--- config.mk ---
export PLATFORM = sky130hd
export DESIGN_NAME = irq_mask_unit
export DESIGN_NICKNAME = d
export VERILOG_FILES = /design/src/rtl/irqm_pkg.sv /design/src/rtl/irqm_decode.sv /design/src/rtl/irqm_mask_reg.sv /design/src/rtl/irqm_gate.sv /design/src/rtl/irq_mask_unit.sv
export SDC_FILE = /design/constraint.sdc
export NUM_CORES = 1
export LEC_CHECK = 0
export CAP_MARGIN = 20
export CELL_PAD_IN_SITES_DETAIL_PLACEMENT = 0
export CELL_PAD_IN_SITES_GLOBAL_PLACEMENT = 2
export CORE_MARGIN = 2
export CORE_UTILIZATION = 27
export CTS_CLUSTER_SIZE = 12
export DETAILED_ROUTE_END_ITERATION = 10
export GPL_TIMING_DRIVEN = 0
export HOLD_SLACK_MARGIN = 0.02
export PLACE_DENSITY_LB_ADDON = 0.1
export SYNTH_ARGS = -nofsm -noshare
export SYNTH_HDL_FRONTEND = slang
export SYNTH_SLANG_ARGS = --single-unit
--- constraint.sdc ---
create_clock -name clk -period 2.35 [get_ports clk]
set_input_delay 0.47 -clock clk [delete_from_list [all_inputs] [get_ports clk]]
set_output_delay 0.47 -clock clk [all_outputs]
set_load 0.005 [all_outputs]
--- src/rtl/irqm_pkg.sv ---
package irqm_pkg;
  localparam int unsigned OFS_MASK_HI = 8'h08;
  localparam int unsigned OFS_MASK_LO = 8'h0C;
  localparam int unsigned OFS_BIT_SET = 8'h1C;
  localparam int unsigned OFS_BIT_CLR = 8'h1D;

  typedef enum logic [2:0] {
    OP_IDLE,
    OP_WORD,
    OP_SET,
    OP_CLR,
    OP_BAD
  } op_e;
endpackage

--- src/rtl/irqm_decode.sv ---
module irqm_decode
  import irqm_pkg::*;
#(
  parameter int ADDR_W = 8,
  parameter int NWORDS = 2,
  localparam int WSEL_W = (NWORDS > 1) ? $clog2(NWORDS) : 1
) (
  input  logic [ADDR_W-1:0] addr,
  input  logic              wr_en,
  input  logic              wr_byte,
  output op_e               op,
  output logic [WSEL_W-1:0] word_sel
);
  always_comb begin
    op       = OP_IDLE;
    word_sel = '0;
    if (wr_en) begin
      if (!wr_byte && addr == ADDR_W'(OFS_MASK_HI)) begin
        op       = OP_WORD;
        word_sel = WSEL_W'(1);
      end else if (!wr_byte && addr == ADDR_W'(OFS_MASK_LO)) begin
        op       = OP_WORD;
        word_sel = WSEL_W'(0);
      end else if (wr_byte && addr == ADDR_W'(OFS_BIT_SET)) begin
        op = OP_SET;
      end else if (wr_byte && addr == ADDR_W'(OFS_BIT_CLR)) begin
        op = OP_CLR;
      end else begin
        op = OP_BAD;
      end
    end
  end
endmodule

--- src/rtl/irqm_mask_reg.sv ---
module irqm_mask_reg
  import irqm_pkg::*;
#(
  parameter int N_SRC  = 64,
  parameter int DATA_W = 32,
  localparam int NWORDS = N_SRC / DATA_W,
  localparam int WSEL_W = (NWORDS > 1) ? $clog2(NWORDS) : 1,
  localparam int IDX_W  = $clog2(N_SRC)
) (
  input  logic              clk,
  input  logic              rst,
  input  op_e               op,
  input  logic [WSEL_W-1:0] word_sel,
  input  logic [DATA_W-1:0] wdata,
  output logic [N_SRC-1:0]  mask
);
  logic [N_SRC-1:0] mask_nxt;
  logic [IDX_W-1:0] bit_idx;
  logic             all_flag;

  assign bit_idx  = wdata[IDX_W-1:0];
  assign all_flag = wdata[IDX_W];

  always_comb begin
    mask_nxt = mask;
    unique case (op)
      OP_WORD: begin
        for (int w = 0; w < NWORDS; w++) begin
          if (word_sel == WSEL_W'(w)) mask_nxt[w*DATA_W +: DATA_W] = wdata;
        end
      end
      OP_SET: begin
        if (all_flag) mask_nxt = '1;
        else          mask_nxt[bit_idx] = 1'b1;
      end
      OP_CLR: begin
        if (all_flag) mask_nxt = '0;
        else          mask_nxt[bit_idx] = 1'b0;
      end
      default: mask_nxt = mask;
    endcase
  end

  always_ff @(posedge clk) begin
    if (rst) mask <= '1;
    else     mask <= mask_nxt;
  end
endmodule

--- src/rtl/irqm_gate.sv ---
module irqm_gate #(
  parameter int N_SRC = 64
) (
  input  logic             clk,
  input  logic             rst,
  input  logic [N_SRC-1:0] pend,
  input  logic [N_SRC-1:0] mask,
  output logic [N_SRC-1:0] masked_pend,
  output logic             any_active
);
  logic [N_SRC-1:0] gated;

  assign gated = pend & ~mask;

  always_ff @(posedge clk) begin
    if (rst) begin
      masked_pend <= '0;
      any_active  <= 1'b0;
    end else begin
      masked_pend <= gated;
      any_active  <= |gated;
    end
  end
endmodule

--- src/rtl/irq_mask_unit.sv ---
module irq_mask_unit
  import irqm_pkg::*;
#(
  parameter int N_SRC  = 64,
  parameter int DATA_W = 32,
  parameter int ADDR_W = 8
) (
  input  logic              clk,
  input  logic              rst,
  input  logic [ADDR_W-1:0] addr,
  input  logic              wr_en,
  input  logic              wr_byte,
  input  logic [DATA_W-1:0] wdata,
  output logic [DATA_W-1:0] rdata,
  output logic              wr_err,
  input  logic [N_SRC-1:0]  pend,
  output logic [N_SRC-1:0]  masked_pend,
  output logic              any_active
);
  localparam int NWORDS = N_SRC / DATA_W;
  localparam int WSEL_W = (NWORDS > 1) ? $clog2(NWORDS) : 1;

  op_e              op;
  logic [WSEL_W-1:0] word_sel;
  logic [N_SRC-1:0]  mask_q;

  irqm_decode #(.ADDR_W(ADDR_W), .NWORDS(NWORDS)) u_dec (
    .addr(addr), .wr_en(wr_en), .wr_byte(wr_byte), .op(op), .word_sel(word_sel)
  );

  irqm_mask_reg #(.N_SRC(N_SRC), .DATA_W(DATA_W)) u_mask (
    .clk(clk), .rst(rst), .op(op), .word_sel(word_sel), .wdata(wdata), .mask(mask_q)
  );

  irqm_gate #(.N_SRC(N_SRC)) u_gate (
    .clk(clk), .rst(rst), .pend(pend), .mask(mask_q),
    .masked_pend(masked_pend), .any_active(any_active)
  );

  always_ff @(posedge clk) begin
    if (rst) begin
      rdata  <= '0;
      wr_err <= 1'b0;
    end else begin
      wr_err <= (op == OP_BAD);
      if (addr == ADDR_W'(OFS_MASK_HI))      rdata <= mask_q[(NWORDS-1)*DATA_W +: DATA_W];
      else if (addr == ADDR_W'(OFS_MASK_LO)) rdata <= mask_q[DATA_W-1:0];
      else                                    rdata <= '0;
    end
  end
endmodule

== Yosys cells after proc, flatten, opt, wreduce, memory -nomap -nowiden ==
Cells that the tools add are included.
Storage, ports and cells
  memories kept: 0
  register bits: 162
  ROM bits: 0
  output and inout bits: 98
  latch bits: 0
  RAM bits: 0
Cells by class
  muxes and demuxes: 16
  reduce and logical (&&, ||, !) cells: 10
  multipliers: 0
  $add $sub $neg: 0
  div/mod/pow operators: 0
  equality and inequality tests: 10
  $lt $le $gt $ge: 2
  bitwise gates (word level): 5
  shift operators: 0
Operator list (number)
  case mux 64 bit (3 select lines): 1
  AND 64 bit: 2
  2-to-1 mux 32 bit: 4
  2-to-1 mux 64 bit: 2
  inverter 64 bit: 2
  OR 64 bit: 1
  OR reduction 64 bit: 1
  equality test 8 x 4 -> 1 bit (second input constant): 2
  equality test 8 x 5 -> 1 bit (second input constant): 2
  2-to-1 mux 3 bit: 5
  less-than comparator 6 x 7 -> 1 bit (second input constant): 1
  demux 1 bit (select 6 bit): 1
  equality test 3 x 2 -> 1 bit (second input constant): 2
  >= comparator 6 x 1 -> 1 bit (second input constant): 1
  logical AND 1 bit: 5
  AND reduction 2 bit: 2
  equality test 3 x 1 -> 1 bit (second input constant): 1
  equality test 3 bit (second input constant): 1
  2-to-1 mux 1 bit: 3
  nonzero test 3 bit: 1
  != test 2 x 1 -> 1 bit (second input constant): 1
  != test 2 bit (second input constant): 1
  zero test 1 bit: 1

== Logic depth before layout (Yosys ltp) ==
Gate-level depths: netlist of the first run.
  word-level depth: 10
  mapped depth: 6

== Hierarchy ==
From an unflattened synthesis of the first run, not the netlist that was laid out.
Unflattened totals
  cells, all modules: 942
  area, all modules: 8277.9 sq um
Modules (own cells, without submodules)
  irqm_mask_reg: area each 4669.5 sq um, cells an instance 597, seq. area each 1281.2 sq um, instances 1
  irqm_gate: area each 2129.5 sq um, cells an instance 221, seq. area each 1301.2 sq um, instances 1
  irq_mask_unit: area each 1402.6 sq um, cells an instance 112, seq. area each 660.6 sq um, instances 1
  irqm_decode: area each 76.3 sq um, cells an instance 12, seq. area each 0.0 sq um, instances 1

== Worst setup path before layout of the first run ==
No wires, ideal clock.
  path type: input to register
  from: in wdata[1]
  to: reg u_mask.mask[20]
  data required time: 2.207 ns
  stages: 5
  arrival time: 1.655 ns
  setup slack: 0.552 ns
  setup time: 0.143 ns
  cells stage by stage: clkbuf_1 -> nor3b_1 -> a21oi_1 -> o31ai_1 -> o311ai_1
Between the ends
  longest elaborated chain between the ends: 8
RTL lines
  from (decl): RTL line irq_mask_unit.sv:13  | input logic [DATA_W-1:0] wdata,
  less-than comparator 6 x 7 -> 1 bit (implied by the code) / >= comparator 6 x 1 -> 1 bit (equally long branches): RTL line irqm_mask_reg.sv:34, irqm_mask_reg.sv:38
  logical AND 1 bit (implied by the code): RTL line irqm_mask_reg.sv:34, irqm_mask_reg.sv:38
  2-to-1 mux 1 bit (implied by the code): RTL line irqm_mask_reg.sv:34, irqm_mask_reg.sv:38
  demux 1 bit (select 6 bit) *
  inverter 64 bit (no source line)
  AND 64 bit (no source line)
  2-to-1 mux 64 bit: RTL line irqm_mask_reg.sv:37  | if (all_flag) mask_nxt = '0;
  case mux 64 bit (3 select lines) *: RTL line irqm_mask_reg.sv:26  | unique case (op)
  to (signal assigned): RTL line irqm_mask_reg.sv:46  | else mask <= mask_nxt;
  to (decl): RTL line irqm_mask_reg.sv:15  | output logic [N_SRC-1:0] mask
Mark *: on every way between the ends. The rest lies on a longest branch, timed or not.
A chain may end at the register's enable or synchronous reset.

== Final worst setup path of the first run ==
  from: in wr_en
  to: reg u_mask.mask[29]
Between the ends
  longest elaborated chain between the ends: 4
RTL lines
  from (decl): RTL line irq_mask_unit.sv:11  | input logic wr_en,
  2-to-1 mux 3 bit: RTL line irqm_decode.sv:17  | if (wr_en) begin
  equality test 3 x 1 -> 1 bit / equality test 3 x 2 -> 1 bit (equally long branches): RTL line irqm_mask_reg.sv:26
  != test 2 bit (no source line) / nonzero test 3 bit (equally long branches)
  AND reduction 2 bit (no source line)
Parallel ways exist; a longest one is shown, timed or not.

==> results by group, run 1 <==
Routing
  • TritonRoute pass-1 iters: 5
  • Detailed Route WL: approximately 27000 µm
  • ANT nets after route: 0
  • Wire per inst: around 22 µm
  • Iter 0 DRT Violations: approximately 410
  • # DRC: 0
  • Vias: ~6500
  • Vias per cell: 5.15

Yosys
  • Synth area leaders: dfxtp_1, o311ai_1, a21oi_1, nand2b_1, nor2_1
  • Synth cell types: 39
  • Area leader, netlist: dfxtp_1
  • Yosys reg bits: approximately 160
  • Synth top cells by count: dfxtp_1, nor2_1, a21oi_1
  • Synth Net Count: slightly above 800
  • Syn_area_per_cell: around 9 µm²
  • Synth Flop Type: dfxtp_1
  • Post-synth EDFFs: 0
  • Synth Warn #: 0
  • Mapped cell area: 0.00655 mm²
  • Mapped Cells: ~710
  • Synth top area share: 49.5%
  • Top-count cell post-synth: dfxtp_1
  • Async SR Flop Fraction: 0%
  • Seq/Total Area, Yosys: around 50%

Min path
  • Worst min path class: flop to flop
  • Hold_sp: u_mask.mask[2]

Global route
  • Vias in the first global route: 6654
  • Initial antenna violation count: 0
  • Pin count of the biggest net entering global routing: 17
  • Global Route Usage Sum: approximately a fifth
  • Overflow after GRT: 0
  • First-pass GRT wire length: between 40000 and 50000 µm

Worst setup path
  • CP Data Required Time: between 2 and 3 ns
  • Worst R2R Start: u_mask.mask[39]
  • Critical Path Fanout Max: 10
  • Delay-heaviest family, CP: buffers and inverters
  • Critical Path End: u_mask.mask[29]
  • Worst path bufs/invs: 3
  • Critical path depth: 7
  • Crit path launch type: primary input
  • Worst setup EP type: flop
  • Setup crit start: wr_en
  • CP peak stage delay: ~0.48 ns
  • WS Path Type: primary input to flop
  • Worst path cell trace: clkdlybuf4s50_1, nor3b_2, o211ai_1, buf_4, clkbuf_1, o31ai_1, o311ai_1
  • R2r setup slk: just under 0.5 ns
  • Slowest-stage cell, CP: clkdlybuf4s50_1
  • FF-to-FF End: u_gate.any_active
  • Critical path arrival: 2.50 ns
  • Worst Reg-to-Reg Cells: 4

STA
  • Post-Route Skew: just under 0.009 ns
  • Minimum clock period after layout: 2.23 ns
  • Final-report hold violation count: 0
  • Slew Limit Fails: 0
  • Slew headroom: about 37%
  • Post-route clock period utilization: between 90 and 100%
  • Worst-margin pin slew: 0.932 ns
  • FMAX: 449 MHz
  • Final setup fails: 0
  • RSZ-0062 raised after global routing: false
  • Setup_tns: 0 ns

Floorplan
  • Chip Width: 160 µm
  • Die Ht: between 150 and 200 µm
  • Die ar.: ~0.026 mm²
  • Core Box Area: between 0.02 and 0.025 mm²
  • Starting Density: between 20% and 30%
  • Num ports: just over 200
  • Row cnt: 56

Placement
  • Cell Area, Placed: roughly 0.0089 mm²
  • Buffers on Ports: 198
  • GP Congestion: roughly 0.83
  • DP HPWL: between 20000 and 25000 µm

Finish
  • Fillers: 2383
  • Fin area: between 0.009 and 0.01 mm²
  • Nets@finish: between 1000 and 1500
  • Area grow syn2layout: 45.8%
  • Ant. Diodes: 0
  • Layout cells sized above 1: under 10%
  • Final core occ: between 40% and 50%

Clocking
  • CTS tree: done
  • Clk sinks: 162
  • Clock Tree Root: clkbuf_16
  • Post-CTS Hold Buffers: 0
  • Clk slew on worst S/H paths: ~0.07 ns
  • Clock Latency Late Sink: around 0.43 ns
  • CTS Buf Count: 17
  • Bufs on Longest Clock Path: 2
  • # H-tree levels: 4

Power
  • Max rail drop VDD: 0.389 mV
  • Pwr dens: between 600 and 700 mW/mm²
  • P_leak: between 0.003 and 0.004 µW

Outcome
  • Status: finished, final reports clean

Run
  • MaxCap Viol Count: 0
==> per-layer routing <==
layer / vias up / track usage [%] / routed length, µm
met5: - / 0 / 0
li1: 3057 / - / -
met1: 3127 / 28.7 / 12600
met3: 36 / 4.05 / 1660
met2: 285 / 34.4 / 12500
met4: 0 / 6.53 / 663
==> layout make-up <==
cell class | count | area (µm²) | share of cell area, %
repair buffers | 203 | 2020 | 21.1
multi-input cells | 481 | 3020 | 31.7
inverters | 2 | 7.51 | 0.0786
flip-flops and latches | 162 | 3240 | 34.0
clock buffers | 20 | 447 | 4.68
clock inverters | 12 | 123 | 1.28
well taps | 319 | 399 | 4.18
plain buffers | 64 | 292 | 3.05
==> cell families after synthesis <==
logic type,count (synthesis),synth area share (%)
AOI/OAI and AO/OA,229,22.7
buffers and inverters,66,4.49
DFF,162,49.5
muxes,36,5.50
and+or+nand+nor,216,17.8
==> how the worst min path moves through the flow <==
stage | endpoint | cells after the start
global placement | u_mask.mask[2] | 2
global route | u_mask.mask[2] | 2
floorplan | rdata[0] | 2
CTS | u_mask.mask[2] | 2
detailed placement | rdata[28] | 2
finish | u_mask.mask[2] | 2
==> state kept, by name, indices dropped and copies added, names as in the netlist <==
signal	cells
rdata	32
u_gate.any_active	1
u_gate.masked_pend	64
u_mask.mask	64
wr_err	1
==> cells in the final DEF (no fill, tap or decap), drive strengths merged, types with 16 or more instances in the layout <==
cell type      netlist  routed
clkbuf              31      50
mux2i               36      36
dfxtp              162     162
buf                 33      39
nor2               102     102
clkdlybuf4s50        0     198
a21oi               95      95
nand4               16      16
o311ai              60      60
nand2b              64      64
o21ai               30      30
o31ai               31      31
==> worst register-to-register path: cells and delay by family, from the launching register on <==
kind | cells | cell delay [ns]
DFF | 1 | 0.39
AOI/OAI and AO/OA | 1 | 0.20
and+or+nand+nor | 3 | 1.10
==> per-stage QoR <==
step,hold WS (ns),instances,setup WS (ns),total power [µW]
detailed placement,0.506,1227,-0.462,3290
finish,0.527,1263,0.122,5970
global placement,0.497,1226,-0.377,3280
CTS,0.528,1260,0.0547,6020
global route,0.551,1263,0.00994,6170
floorplan,0.467,709,0.552,2990
==> power breakdown <==
part	switching (µW)	internal, µW	leakage (µW)	total [µW]
clock network	1230	1510	0.000262	2740
logic	250	222	0.00207	472
registers	4.54	2750	0.00131	2760
total	1480	4480	0.00364	5970
==> what timing repair did <==
item                                    4_1_cts  5_1_grt
pin swaps                                     1        1
buffers inserted                              1        3
gates resized for setup                       0        9
endpoints found under the setup margin        5       42
Power figures use the tool's default switching activity.
==> inputs of run 2 (changes only) <==
--- a/config.mk
+++ b/config.mk
@@ -5,10 +5,9 @@
 export SDC_FILE = /design/constraint.sdc
 export NUM_CORES = 1
 export LEC_CHECK = 0
-export CAP_MARGIN = 20
+export CAP_MARGIN = 40
 export CELL_PAD_IN_SITES_DETAIL_PLACEMENT = 0
 export CELL_PAD_IN_SITES_GLOBAL_PLACEMENT = 2
-export CORE_MARGIN = 2
 export CORE_UTILIZATION = 27
 export CTS_CLUSTER_SIZE = 12
 export DETAILED_ROUTE_END_ITERATION = 10
==> constraint.sdc (replaced) <==
create_clock -name clk -period 2.15 [get_ports clk]
set_input_delay 0.43 -clock clk [delete_from_list [all_inputs] [get_ports clk]]
set_output_delay 0.43 -clock clk [all_outputs]
set_load 0.005 [all_outputs]
==> run 2 against run 1 <==
  * Critical path depth down 1
  * Flip-flop and latch count did not move
  * Non-clock buffer count is 7 higher
  * Register-to-register slack worse by 0.09 ns
  * Routed wire length down 1.1%
  * Cell count is 0.55% higher
  * Via count about the same
  * Clock power up 7%
  * First-iteration DRC count is 1.5% higher
  * Sequential power grew 9.1%
  * Utilization is 0.39 points higher
  * Die area decreased by 2.5%
==> results by group, run 2 (same netlist as run 1, synthesis figures left out) <==
Floorplan
  • Core Box Area: ~0.024 mm²
  • Row cnt: 56
  • Num ports: approximately 210
  • Die Ht: approximately 160 µm
  • Die ar.: about 0.025 mm²
  • Chip Width: about 160 µm
  • Starting Density: 27.7%

STA
  • Post-route clock period utilization: between 90% and 100%
  • Final-report hold violation count: 0
  • FMAX: between 400 and 500 MHz
  • Slew headroom: between 30 and 40%
  • Slew Limit Fails: 0
  • Setup ws final: 0.0939 ns
  • Worst-margin pin slew: between 0.9 and 1 ns
  • Post-Route Skew: between 0.007 and 0.008 ns
  • Final setup fails: 0
  • Minimum clock period after layout: roughly 2.1 ns

Power
  • P_leak: 0.00370 µW
  • Max rail drop VDD: around 0.47 mV
  • Pwr Total: about 6500 µW
  • Pwr dens: 670 mW/mm²

Routing
  • Vias: 6506
  • ANT nets after route: 0
  • Vias per cell: 5.12
  • # DRC: 0
  • Iter 0 DRT Violations: between 400 and 500
  • Wire per inst: 21.4 µm
  • TritonRoute pass-1 iters: 5
  • Detailed Route WL: between 20000 and 30000 µm

Clocking
  • CTS Buf Count: 17
  • Clock Latency Late Sink: between 0.4 and 0.5 ns
  • Clock Tree Root: clkbuf_16
  • Clk slew on worst S/H paths: 0.07 ns
  • # H-tree levels: 4
  • Bufs on Longest Clock Path: 2
  • CTS tree: done
  • Clk sinks: roughly 160

Worst setup path
  • Crit path launch type: primary input
  • WS Path Type: primary input to flop
  • CP Data Required Time: ~2.4 ns
  • Worst Reg-to-Reg Cells: 5
  • Critical Path Fanout Max: 10
  • R2r setup slk: ~0.40 ns
  • Critical path arrival: 2.33 ns
  • Setup crit start: wr_byte
  • Worst R2R Start: u_mask.mask[39]
  • Worst setup EP type: flop

Global route
  • Vias in the first global route: 6676
  • Overflow after GRT: 0
  • Global Route Usage Sum: 22.3%
  • Initial antenna violation count: 1
  • Pin count of the biggest net entering global routing: 17
  • First-pass GRT wire length: just over 40000 µm

Finish
  • Commonest non-fill, non-tap cells in the layout: clkdlybuf4s50_1, dfxtp_1, nor2_1
  • Area of the multi-input gates: about 0.003 mm²
  • Area grow syn2layout: 47.2%
  • Nets@finish: 1046
  • Ant. Diodes: 0
  • Most common cell after layout, fill and taps aside: clkdlybuf4s50_1
  • Top Registers: u_gate.masked_pend: 64 flops, u_mask.mask: 64 flops, rdata: 32 flops
  • Area occupied by registers: 0.00324 mm²
  • Fin area: 0.00964 mm²
  • Layout cells sized above 1: 8.62%
  • Fillers: roughly 2400

Outcome
  • Status: finished, final reports clean

Run
  • MaxCap Viol Count: 0

Placement
  • DP HPWL: around 20000 µm
  • Buffers on Ports: 198
  • GP Congestion: around 0.83
  • Cell Area, Placed: roughly 0.009 mm²
  • Post-Place Setup Slack: -0.610 ns

Min path
  • Worst min path class: primary input to flop
  • Hold_sp: wdata[5]
  • Hold Crit Depth: 3
## run 2: worst paths after layout
| path | endpoint |
|---|---|
| worst max-delay path | u_mask.mask[30] |
| worst min register to register | u_mask.mask[33] |
| worst max register to register | u_gate.any_active |
| worst min-delay path | u_mask.mask[37] |
## run 2: stage by stage
stage | util, % | std cells | hold slack, ns | setup TNS, ns
2_1_floorplan | - | 709 | 0.467 | 0
3_3_place_gp | 37.8 | 1226 | 0.499 | -39.70
3_5_place_dp | 38.1 | 1231 | 0.513 | -41.53
4_1_cts | 40.6 | 1268 | 0.500 | 0
5_1_grt | 40.8 | 1270 | 0.530 | -0.0186
6_report | 40.8 | 1270 | 0.518 | 0
## run 2: repair_timing
item | 4_1_cts | 5_1_grt
setup buffers | 5 | 2
endpoints found under the setup margin | 60 | 52
hold buffers | 0 | 0
pin swaps | 2 | 1
gates resized for setup | 4 | 24
## run 2: layer usage
metal / wire length, µm / vias up / global-route usage (%)
met5: 0 / - / 0
met4: 595 / 0 / 7.44
met3: 1480 / 33 / 3.53
met2: 12300 / 280 / 35.8
met1: 12800 / 3125 / 30.2
li1: - / 3068 / -
## run 2: report_power, final
group | internal [µW] | switching [µW]
combinational | 250 | 275
sequential | 3010 | 4.84
clock | 1550 | 1370
## run 2: area by class of cell
cell class,instances,area share [%]
inverter,2,0.0779
timing repair buffer,210,21.6
tap,319,4.14
multi-input combinational,481,31.6
sequential,162,33.6
clock inverter,13,1.25
clock buffer,19,4.59
buffer,64,3.10
## run 2: critical path, stage by stage
cell and delay [ns]:
clkdlybuf4s50_1 0.53, and2_1 0.23, o211a_1 0.25, nand2_1 0.13
clkbuf_1 0.53, o311ai_1 0.21
==> inputs of run 3 (changes only) <==
--- a/config.mk
+++ b/config.mk
@@ -5,7 +5,7 @@
 export SDC_FILE = /design/constraint.sdc
 export NUM_CORES = 1
 export LEC_CHECK = 0
-export CAP_MARGIN = 40
+export CAP_MARGIN = 20
 export CELL_PAD_IN_SITES_DETAIL_PLACEMENT = 0
 export CELL_PAD_IN_SITES_GLOBAL_PLACEMENT = 2
 export CORE_UTILIZATION = 27
==> constraint.sdc (replaced) <==
create_clock -name clk -period 2 [get_ports clk]
set_input_delay 0.4 -clock clk [delete_from_list [all_inputs] [get_ports clk]]
set_output_delay 0.4 -clock clk [all_outputs]
set_load 0.005 [all_outputs]
==> run 3 against run 2 <==
  * Critical path depth rose by 1
  * Sequential share of layout area is essentially flat
  * Cell count is 0.47% lower
  * Flip-flop and latch count stayed put
  * Sequential power grew 7.6%
  * Combinational power up 6.7%
  * Count of clock-buffer cells in the layout is the same
  * Total power increased by 12%
  * Largest power group is now clock
==> results by group, run 3 (same netlist as run 1, synthesis figures left out) <==
Clocking
  • CTS Buf Count: 17
  • Clock Tree Root: clkbuf_16
  • Bufs on Longest Clock Path: 2
  • Clock Latency Late Sink: ~0.43 ns
  • Clk sinks: about 160
  • Post-CTS Hold Buffers: 0
  • # H-tree levels: 4
  • CTS tree: done
  • Clk slew on worst S/H paths: around 0.07 ns

Finish
  • Fin area: between 0.009 and 0.01 mm²
  • Commonest non-fill, non-tap cells in the layout: clkdlybuf4s50_1, dfxtp_1, nor2_1
  • Fillers: about 2400
  • Area grow syn2layout: 47.4%
  • Top Registers: u_gate.masked_pend: 64 flops, u_mask.mask: 64 flops, rdata: 32 flops
  • Layout cells sized above 1: under 10%
  • Ant. Diodes: 0
  • Post-Layout Cell Count: ~1300
  • Most common cell after layout, fill and taps aside: clkdlybuf4s50_1
  • Nets@finish: roughly 1000

Floorplan
  • Starting Density: between 20 and 30%
  • Row cnt: 56
  • Core Box Area: about 0.024 mm²
  • Die ar.: 0.0249 mm²
  • Chip Width: between 150 and 200 µm
  • Num ports: around 210
  • Die Ht: 158 µm

STA
  • RSZ-0062 raised after global routing: true
  • Final-report hold violation count: 0
  • Slew Limit Fails: 0
  • Post-Route Skew: 0.00818 ns
  • FMAX: roughly 520 MHz
  • Minimum clock period after layout: ~1.9 ns
  • Slew headroom: 36.1%
  • Post-route clock period utilization: a little over nine tenths
  • Setup ws final: 0.0765 ns
  • Worst-margin pin slew: approximately 0.95 ns
  • Final setup fails: 0

Routing
  • ANT nets after route: 0
  • TritonRoute pass-1 iters: 5
  • Vias per cell: around 5.1
  • Vias: 6466
  • Detailed Route WL: between 20000 and 30000 µm
  • Iter 0 DRT Violations: around 400
  • Wire per inst: 21.5 µm
  • # DRC: 0

Run
  • MaxCap Viol Count: 0

Global route
  • Global Route Usage Sum: about 22%
  • Pin count of the biggest net entering global routing: 17
  • Vias in the first global route: 6762
  • First-pass GRT wire length: ~40000 µm
  • Overflow after GRT: 0
  • Initial antenna violation count: 0

Placement
  • DP HPWL: approximately 20000 µm
  • DP Cell Count: around 1200
  • GP Congestion: around 0.83
  • Post-Place Setup Slack: -0.711 ns
  • Cell Area, Placed: between 0.008 and 0.009 mm²
  • Buffers on Ports: 198

Power
  • P_leak: 0.00374 µW
  • Max rail drop VDD: 0.428 mV
  • Pwr dens: around 750 mW/mm²

Worst setup path
  • Critical Path Fanout Max: 10
  • WS Path Type: primary input to flop
  • Setup crit start: wr_en
  • CP Data Required Time: approximately 2.3 ns
  • R2r setup slk: between 0.3 and 0.4 ns
  • Worst Reg-to-Reg Cells: 4
  • Crit path launch type: primary input
  • Critical Path End: u_mask.mask[19]
  • Worst R2R Start: u_mask.mask[42]
  • Worst setup EP type: flop
  • FF-to-FF End: u_gate.any_active
  • Critical path arrival: around 2.2 ns

Outcome
  • Status: finished, final reports clean

Min path
  • Worst min path class: primary input to flop
## run 3: where the power goes
part           switching (µW)  leakage [µW]  internal, µW
logic                     295       0.00214           265
clock network            1450      0.000287          1990
registers                5.31       0.00131          3230
## run 3: area by class of cell
class	count	area [µm²]	area share (%)
Timing Repair Buffer	204	2030	21.0
Tap cell	319	399	4.13
Inverter	2	7.51	0.0778
Clock buffer	19	433	4.48
Sequential cell	162	3240	33.6
Multi-Input combinational cell	481	3060	31.7
Buffer	64	313	3.24
Clock inverter	13	173	1.79
## run 3: through the flow
step	hold WS (ns)	power, µW	utilization [%]	setup TNS [ns]
after floorplan	0.467	3520	-	0
after global placement	0.499	3860	37.8	-56.01
after detailed placement	0.514	3860	37.9	-59.07
after CTS	0.468	7290	40.7	0
after global routing	0.499	7480	40.9	-0.00405
final	0.487	7240	40.9	0
## run 3: worst max-delay path, cell delays in order
cell and delay, ns:
clkdlybuf4s50_1 0.50, nor3b_4 0.29, o211ai_1 0.13, buf_4 0.18
clkbuf_2 0.22, o31ai_1 0.31, o311ai_1 0.16
## run 3: timing repair
action	in CTS	in global routing
pin swaps	4	0
buffers inserted	4	1
endpoints found under the setup margin	62	70
resized for setup	10	46
## run 3: how the worst min path moves through the flow
stage / startpoint / end / cells after the start / slack (ns)
2_1_floorplan: u_mask.mask[32] / rdata[0] / 2 / 0.47
3_3_place_gp: u_mask.mask[2] / u_mask.mask[2] / 2 / 0.50
3_5_place_dp: u_mask.mask[59] / rdata[27] / 2 / 0.51
4_1_cts: wdata[4] / u_mask.mask[36] / 3 / 0.47
5_1_grt: wdata[3] / u_mask.mask[3] / 3 / 0.50
6_report: wdata[5] / u_mask.mask[37] / 3 / 0.49
## run 3: per-layer routing
metal  global-route usage, %  wire length, µm
met1                    28.7            12300
met2                    36.0            12400
met3                    5.31             1720
met4                    8.46              732
met5                       0                0
